## src/rtl/mtr_pkg.sv

```systemverilog
package mtr_pkg;

    localparam int PAGE_LSB  = 12;
    localparam int VALID_BIT = 11;

    typedef logic [2:0] mtype_t;

    localparam mtype_t MT_UC = 3'd0;
    localparam mtype_t MT_WC = 3'd1;
    localparam mtype_t MT_WT = 3'd4;
    localparam mtype_t MT_WP = 3'd5;
    localparam mtype_t MT_WB = 3'd6;

    typedef enum logic [1:0] {
        TGT_BASE = 2'd0,
        TGT_MASK = 2'd1,
        TGT_DFLT = 2'd2
    } wr_target_e;

    function automatic logic is_reserved(input mtype_t t);
        return (t == 3'd2) || (t == 3'd3) || (t == 3'd7);
    endfunction

endpackage

```

## src/rtl/mtr_range_entry.sv

```systemverilog
module mtr_range_entry
    import mtr_pkg::*;
#(
    parameter int PA_W  = 36,
    parameter int IDX   = 0,
    parameter int IDX_W = 2,
    localparam int PG_W = PA_W - PAGE_LSB
) (
    input  logic             clk,
    input  logic             rst_n,
    input  logic             wr_en,
    input  logic [1:0]       wr_target,
    input  logic [IDX_W-1:0] wr_index,
    input  logic [PG_W-1:0]  wr_page,
    input  logic             wr_flag,
    input  mtype_t           wr_kind,
    input  logic [PG_W-1:0]  lk_page,
    output logic             match,
    output mtype_t           mtype
);

    logic [PG_W-1:0] base_q;
    logic [PG_W-1:0] mask_q;
    logic            valid_q;
    mtype_t          type_q;
    logic            sel;

    assign sel = wr_en && (wr_index == IDX_W'(IDX));

    always_ff @(posedge clk) begin
        if (!rst_n) begin
            base_q  <= '0;
            mask_q  <= '0;
            valid_q <= 1'b0;
            type_q  <= MT_UC;
        end else if (sel) begin
            if (wr_target == TGT_BASE) begin
                base_q <= wr_page;
                type_q <= wr_kind;
            end else if (wr_target == TGT_MASK) begin
                mask_q  <= wr_page;
                valid_q <= wr_flag;
            end
        end
    end

    always_comb begin
        match = valid_q && (((lk_page ^ base_q) & mask_q) == '0);
        mtype = type_q;
    end

    // clearing the valid flag removes the descriptor from every lookup
    a_r3_cleared_valid_blocks_hit: assert property (@(posedge clk) disable iff (!rst_n)
        (sel && wr_target == TGT_MASK && !wr_flag) |=> !match);

endmodule

```

## src/rtl/mtr_type_merge.sv

```systemverilog
module mtr_type_merge
    import mtr_pkg::*;
#(
    parameter int N = 4
) (
    input  logic [N-1:0]      hit_vec,
    input  logic [N-1:0][2:0] types,
    input  mtype_t            dflt,
    output logic              hit,
    output mtype_t            rtype
);

    logic [7:0] seen;
    mtype_t     sole;
    logic       hazard;
    logic [7:0] wt_wb_pair;

    assign wt_wb_pair = (8'd1 << MT_WT) | (8'd1 << MT_WB);

    always_comb begin
        seen = '0;
        for (int i = 0; i < N; i++) begin
            if (hit_vec[i]) seen[types[i]] = 1'b1;
        end
        sole = MT_UC;
        for (int t = 0; t < 8; t++) begin
            if (seen[t]) sole = 3'(t);
        end
        hazard = seen[0] | seen[2] | seen[3] | seen[7];

        hit = |hit_vec;
        if (!hit)                       rtype = dflt;
        else if (hazard)                rtype = MT_UC;
        else if ($countones(seen) == 1) rtype = sole;
        else if (seen == wt_wb_pair)    rtype = MT_WT;
        else                            rtype = MT_UC;
    end

endmodule

```

## src/rtl/mtr_resolver.sv

```systemverilog
module mtr_resolver
    import mtr_pkg::*;
#(
    parameter int  N_RANGES = 4,
    parameter int  PA_W     = 36,
    localparam int IDX_W    = (N_RANGES > 1) ? $clog2(N_RANGES) : 1,
    localparam int PG_W     = PA_W - PAGE_LSB
) (
    input  logic                clk,
    input  logic                rst_n,
    input  logic                wr_en,
    input  logic [1:0]          wr_target,
    input  logic [IDX_W-1:0]    wr_index,
    input  logic [PA_W-1:0]     wr_data,
    input  logic [PA_W-1:0]     lk_addr,
    output logic                lk_hit,
    output logic [2:0]          lk_type,
    output logic [N_RANGES-1:0] lk_hit_vec
);

    logic [N_RANGES-1:0][2:0] etype;
    mtype_t                   dflt_q;
    logic                     unused_low_bits;

    assign unused_low_bits = ^{wr_data[VALID_BIT-1:3], lk_addr[PAGE_LSB-1:0]};

    always_ff @(posedge clk) begin
        if (!rst_n)                                 dflt_q <= MT_UC;
        else if (wr_en && wr_target == TGT_DFLT)    dflt_q <= wr_data[2:0];
    end

    for (genvar i = 0; i < N_RANGES; i++) begin : g_entry
        mtr_range_entry #(
            .PA_W  (PA_W),
            .IDX   (i),
            .IDX_W (IDX_W)
        ) u_entry (
            .clk       (clk),
            .rst_n     (rst_n),
            .wr_en     (wr_en),
            .wr_target (wr_target),
            .wr_index  (wr_index),
            .wr_page   (wr_data[PA_W-1:PAGE_LSB]),
            .wr_flag   (wr_data[VALID_BIT]),
            .wr_kind   (wr_data[2:0]),
            .lk_page   (lk_addr[PA_W-1:PAGE_LSB]),
            .match     (lk_hit_vec[i]),
            .mtype     (etype[i])
        );

        // an uncacheable claimant forces an uncacheable hit
        a_r7_uc_dominates: assert property (@(posedge clk) disable iff (!rst_n)
            (lk_hit_vec[i] && etype[i] == MT_UC) |-> (lk_hit && lk_type == MT_UC));

        // reserved codes resolve as uncacheable
        a_r10_reserved_as_uc: assert property (@(posedge clk) disable iff (!rst_n)
            (lk_hit_vec[i] && is_reserved(etype[i])) |-> (lk_type == MT_UC));

        // a lone legal claimant passes its own code through
        a_r6_single_passes_type: assert property (@(posedge clk) disable iff (!rst_n)
            (lk_hit_vec == (N_RANGES'(1) << i) && !is_reserved(etype[i]))
                |-> (lk_type == etype[i]));
    end

    mtr_type_merge #(
        .N (N_RANGES)
    ) u_merge (
        .hit_vec (lk_hit_vec),
        .types   (etype),
        .dflt    (dflt_q),
        .hit     (lk_hit),
        .rtype   (lk_type)
    );

    // no claimant means fallback attribute and no hit
    a_r11_miss_uses_default: assert property (@(posedge clk) disable iff (!rst_n)
        (lk_hit_vec == '0) |-> (!lk_hit && lk_type == dflt_q));

    // any claimant raises the hit flag
    a_r2_hit_when_any: assert property (@(posedge clk) disable iff (!rst_n)
        (lk_hit_vec != '0) |-> lk_hit);

endmodule

```

## config.mk

```make
export PLATFORM = sky130hd
export DESIGN_NAME = mtr_resolver
export DESIGN_NICKNAME = d
export VERILOG_FILES = /design/src/rtl/mtr_pkg.sv /design/src/rtl/mtr_range_entry.sv /design/src/rtl/mtr_type_merge.sv /design/src/rtl/mtr_resolver.sv
export SDC_FILE = /design/constraint.sdc
export NUM_CORES = 1
export LEC_CHECK = 0
export CAP_MARGIN = 30
export CELL_PAD_IN_SITES_DETAIL_PLACEMENT = 1
export CELL_PAD_IN_SITES_GLOBAL_PLACEMENT = 2
export CORE_MARGIN = 2
export CORE_UTILIZATION = 32
export CTS_CLUSTER_DIAMETER = 80
export CTS_CLUSTER_SIZE = 28
export DETAILED_ROUTE_END_ITERATION = 8
export PLACE_DENSITY_LB_ADDON = 0.1
export SLEW_MARGIN = 0
export SYNTH_ARGS = -nofsm -noshare
export SYNTH_HDL_FRONTEND = slang
export SYNTH_SLANG_ARGS = --single-unit
```

## constraint.sdc

```tcl
create_clock -name clk -period 6.9 [get_ports clk]
set_input_delay 1.38 -clock clk [delete_from_list [all_inputs] [get_ports clk]]
set_output_delay 1.38 -clock clk [all_outputs]
set_load 0.05 [all_outputs]
```

After elaboration in Yosys (flattened, before gate mapping)
Cells that the tools add are included.
{ "word_totals": {"register_bits": 211, "word_cells": 105, "input_bits": 79} }
{ "classes": {"bitwise": 15, "muxes": 23, "order_cmp": 8, "n_eq_ne": 7, "reduce_logical": 28, "add_sub_neg": 7} }
{ "op_table": {"columns": ["cell", "count"], "rows": [
  ["adder 32 bit", 3],
  ["bitwise AND 24 bit", 4],
  ["logical NOT 24 bit", 4],
  ["bitwise XOR 24 bit", 4],
  ["== test 32 x 2 -> 1 bit (second input constant)", 1],
  ["two-way mux 8 bit", 4],
  ["two-way mux 3 bit", 8],
  ["bitwise OR 8 bit", 3],
  ["less-than comparator 3 x 4 -> 1 bit (second input constant)", 4],
  ["logical AND 1 bit", 13],
  ["demux 1 bit (select 3 bit)", 4],
  ["greater-or-equal comparator 3 x 1 -> 1 bit (second input constant)", 4],
  ["AND reduction 3 bit", 4],
  ["adder 1 x 1 -> 2 bit", 4],
  ["== test 8 x 7 -> 1 bit (second input constant)", 1],
  ["AND reduction 2 bit", 4],
  ["== test 2 bit (second input constant)", 3],
  ["two-way mux 1 bit", 5],
  ["== test 2 x 1 -> 1 bit (second input constant)", 2],
  ["logical NOT 2 bit", 2],
  ["two-way mux 2 bit", 2],
  ["OR reduction 4 bit", 1],
  ["bitwise OR 1 bit", 3],
  ["inverter 1 bit", 1]
]} }

Logic depth before layout (Yosys ltp)
{ "logic_depth": {"ltp_word": 21, "mapped_depth": 18, "mapped_depth_nobuf": 18} }

Cells and area by module
Synthesis repeated with hierarchy kept, for this count alone.
{ "unflattened": {"hier_cells": 1147, "hier_area_um2": 10077.2} }
{ "by_module_without_submodules": {"columns": ["module", "area_each_um2", "seq_area_each_um2", "instances", "cells_each"], "rows": [
  ["mtr_range_entry at g_entry[1].u_entry ...", 2306.0, 1041.0, 2, 269],
  ["mtr_range_entry at g_entry[0].u_entry", 2391.0, 1041.0, 1, 240],
  ["mtr_range_entry at g_entry[3].u_entry", 2313.5, 1041.0, 1, 269],
  ["mtr_type_merge", 634.4, 0.0, 1, 86],
  ["mtr_resolver", 126.4, 60.1, 1, 14]
]} }

Worst setup path after synthesis
No wires, ideal clock.
{ "synth_path": {"kind": "input to output", "from": "input port lk_addr[29]", "to": "output port lk_type[2]", "arrival_time_ps": 6448, "path_slack_ps": -928, "cell_stages": 15, "required_time_ps": 5520, "cell_sequence": "xor2_1 > a222oi_1 > nand4_1 > nor4_1 > a2111oi_4 > ha_1 > fa_1 > fa_1 > inv_1 > ha_1 > fa_1 > nor4b_1 > a41o_1 > o21ai_1 > o31ai_1"} }
{ "synth_between": {"elab_chain_cells": 18, "word_cells_on_any_way": 44, "cone_classes": "add/sub: 7; eq/ne: 2; mux: 12; bitwise: 14; reduce/logical: 9"} }
{ "synth_rtl": {"columns": ["element", "line", "rtl"], "rows": [
  ["start: declaration", "mtr_resolver.sv:15", "input logic [PA_W-1:0] lk_addr,"],
  ["bitwise XOR 24 bit", "mtr_range_entry.sv:48", "match = valid_q && (((lk_page ^ base_q) & mask_q) == '0);"],
  ["bitwise AND 24 bit", "mtr_range_entry.sv:48", null],
  ["logical NOT 24 bit", "mtr_range_entry.sv:48", null],
  ["logical AND 1 bit", "mtr_range_entry.sv:48", null],
  ["two-way mux 8 bit", "mtr_type_merge.sv:23", "if (hit_vec[i]) seen[types[i]] = 1'b1;"],
  ["bitwise OR 8 bit (no line)", null, null],
  ["two-way mux 8 bit", "mtr_type_merge.sv:23", null],
  ["bitwise OR 8 bit (no line)", null, null],
  ["two-way mux 8 bit", "mtr_type_merge.sv:23", null],
  ["bitwise OR 8 bit (no line)", null, null],
  ["two-way mux 8 bit", "mtr_type_merge.sv:23", null],
  ["adder 1 x 1 -> 2 bit (implied by the code) / two-way mux 3 bit (equally long branches)", "mtr_type_merge.sv:34, mtr_type_merge.sv:27", null],
  ["adder 32 bit (implied by the code) / two-way mux 3 bit (equally long branches) (2 in series)", "mtr_type_merge.sv:34, mtr_type_merge.sv:27", null],
  ["== test 32 x 2 -> 1 bit / two-way mux 3 bit (equally long branches)", "mtr_type_merge.sv:34, mtr_type_merge.sv:27", null],
  ["two-way mux 3 bit", "mtr_type_merge.sv:34", "else if ($countones(seen) == 1) rtype = sole;"],
  ["two-way mux 3 bit", "mtr_type_merge.sv:33", "else if (hazard) rtype = MT_UC;"],
  ["two-way mux 3 bit (*)", "mtr_type_merge.sv:32", "if (!hit) rtype = dflt;"],
  ["end: declaration", "mtr_resolver.sv:17", "output logic [2:0] lk_type,"]
]} }
Every way passes the cells marked *; elsewhere a longest branch is shown, timed or not.

Worst setup path in the final report
{ "layout_path": {"from": "input port lk_addr[13]", "to": "output port lk_type[1]"} }
{ "layout_between": {"elab_chain_cells": 20, "word_cells_on_any_way": 44, "cone_classes": "add/sub: 7; eq/ne: 1; mux: 13; bitwise: 14; reduce/logical: 9"} }
{ "layout_rtl": {"columns": ["element", "line"], "rows": [
  ["parallel branches: the longest is 19 deep, another holds adder 1 x 1 -> 2 bit", null],
  ["two-way mux 3 bit (*)", "mtr_type_merge.sv:32"]
]} }
Every way passes the cells marked *.

==> metrics <==
Die ar.=34,040 µm²; Sink Count=211; total grt overflow=0; post-synthesis cell type count=52; all-layer global routing usage=0.2309; WP data arrival=6110 ps; DRC=0; Req. time, crit path=5520 ps; pre-CTS setup slack=-1154 ps; Port Buf Inserts=66; post-DR vias/cell=4.959; Tot Pwr=2.555 mW; Top Ports=87; share of the synthesized area in the top cell type=0.4051; Clock Tree Root=clkbuf_16; worst hold margin=470.6 ps; CTS Hold Bufs=0; Total Wirelength=38,450 µm; Min-Delay Path Class=register to register; Placed Area=12,240 µm²; die height=184.5 µm; Final Skew=0 ps; Synth Flop Type=dfxtp_1; clock transition at the registers of the reported paths=80 ps; Post-Syn Area per Cell=8.229 µm²; sequential area share after synthesis=0.4051; Seq cells post-synth=211; post-synth design cell area=10,430 µm²; Tmin final=7491 ps; vias in the first global route=9,713; first-pass GRT wire length=58,550 µm; FMAX=133.5 MHz; Clock Latency Late Sink=490 ps; antenna-violating nets left=0; startpoint types=input port; Synthesized Nets=1,361; setup_tns=-1717 ps; CTS tree=done; Synth Instances=1,267; maxcap violations=0; CP endpoint kind=output pin; Inserted Diodes=0; Synth area leaders=dfxtp_1 (41%), nand2_1 (16%), a21boi_0 (15%); post-route cell area=13,790 µm²; Tcrit/Tclk final=1.086; most common cell after layout, fill and taps aside=nand2_1; Final Hold Vio Count=0; Setup-failing EPs final=3; Post-synth EDFFs=0; met3 usage=0.02588; status=complete, but fails checks; RePlAce Congestion=0.8376; worst vdd ir=0.1762 mV; PwrDens=185.3 nW/µm²; Global Route met1 Usage=0.2956; Pleak=4.970 nW; Placeable Area=32,290 µm²; Nets=1,502; Synth area leader=dfxtp_1; RSZ-0062 raised after global routing=true; Layout Utilization=0.4270; GRT busiest layer=met2; leading cell types in the layout, fill and taps excluded=nand2_1 (443), dfxtp_1 (211), a21boi_0 (208); Async S/R FF share, synth=0; share of cells above drive strength 1=0.2292; total CTS buffers=16; H-Tree Depth=1; largest net degree at the start of global routing=102; min setup slack post-route=-591.0 ps; die width=184.5 µm; initial drt markers=410; Clock Path Buffers=3; Area Growth Syn to Fin=32.23%; violated checks=negative setup slack; fin. max-slew vios=0; met2 GRT Util=0.4132; initial antenna violation count=0; Cells after DPL=1,797; post-route insts no fill=1,860; YS warnings=0; fillers=3,753; via count=9,224; measured slew at the worst slew-check pin=967.2 ps; WL/cell=20.67 µm; CP Max Fanout=4; worst rel slew slack=0.3552; Rows=66; Crit Path Class=input port to output pin; initial core utilization=0.3229; HPWL after DPL=24,900 µm; TritonRoute pass-1 iters=4
registers in the layout, indices dropped and copies added, names as in the netlist:
name and flops:
g_entry.u_entry.valid_q 4, g_entry.u_entry.mtype 12, g_entry.u_entry.mask_q 96, dflt_q 3
g_entry.u_entry.base_q 96
per-layer routing:
metal | vias to the layer above | wire (µm)
met3 | 44 | 961
met2 | 104 | 19160
met5 | - | 0
met1 | 4590 | 17630
li1 | 4486 | -
met4 | 0 | 699
area by class of cell:
| type | count | area, µm² | share of cell area |
|---|---|---|---|
| sequential | 211 | 4224 | 0.3064 |
| tap | 442 | 553.0 | 0.04011 |
| inverter | 20 | 76.32 | 0.005536 |
| clock inverter | 11 | 121.4 | 0.008803 |
| timing repair buffer | 217 | 1908 | 0.1384 |
| clock buffer | 17 | 425.4 | 0.03086 |
| multi-input combinational | 942 | 6479 | 0.4699 |
cells in the mapped netlist (8+ instances only):
| master | n |
|---|---|
| clkbuf_1 | 63 |
| nand4_1 | 8 |
| nor4_1 | 28 |
| dfxtp_1 | 211 |
| buf_4 | 24 |
| nor2_1 | 15 |
| nand4_2 | 9 |
| a22oi_1 | 43 |
| nand3_1 | 9 |
| nand2_1 | 445 |
| xor2_1 | 96 |
| a21boi_0 | 208 |
| inv_1 | 19 |
| ha_1 | 11 |
power by group:
group | switching, mW | internal, mW
logic | 0.161 | 0.122
registers | 0.0121 | 1.23
clock network | 0.541 | 0.486
worst paths after layout:
kind / startpoint / to / slack (ps) / cells after the start
setup / recovery: lk_addr[13] / lk_type[1] / -590 / 23
hold / removal: g_entry[1].u_entry.mask_q[22] / g_entry[1].u_entry.mask_q[22] / 470 / 2
setup reg to reg: g_entry[1].u_entry.mtype[0] / g_entry[1].u_entry.mtype[0] / 6020 / 2
hold reg to reg: g_entry[1].u_entry.mask_q[22] / g_entry[1].u_entry.mask_q[22] / 470 / 2
what timing repair did:
| item | in CTS | in global routing |
|---|---|---|
| setup buffers | 35 | 6 |
| pin swaps | 64 | 26 |
| resized for setup | 191 | 51 |
| gates cloned | 0 | 0 |
| endpoints found under the setup margin | 3 | 3 |
logic make-up (layout without fill, tap and decap cells):
logic type / count (synthesis) / count (layout) / share of synthesized area
muxes: 3 / 3 / 0.002880
buffers and inverters: 114 / 265 / 0.05112
AOI/OAI and AO/OA: 274 / 274 / 0.2075
DFF: 211 / 211 / 0.4051
xor gates and xnor gates: 96 / 96 / 0.08064
and+or+nand+nor: 554 / 554 / 0.2318
adders and majority gates: 15 / 15 / 0.02088
worst max-delay path, cell delays in order:
cell       delay, ps
buf_4            120
buf_6            120
xor2_2           140
a22oi_2          240
nand4_1          190
buf_6            180
buf_4            150
nor4_4           270
buf_4            160
a2111oi_4         50
buf_4            160
ha_4             210
fa_2             400
fa_1             540
inv_1             50
ha_2             160
fa_1             480
nor4b_4          350
buf_4            190
nand2_4           50
buf_6            110
o31ai_4          200
buf_12           170
(Power assumes the default switching activity.)
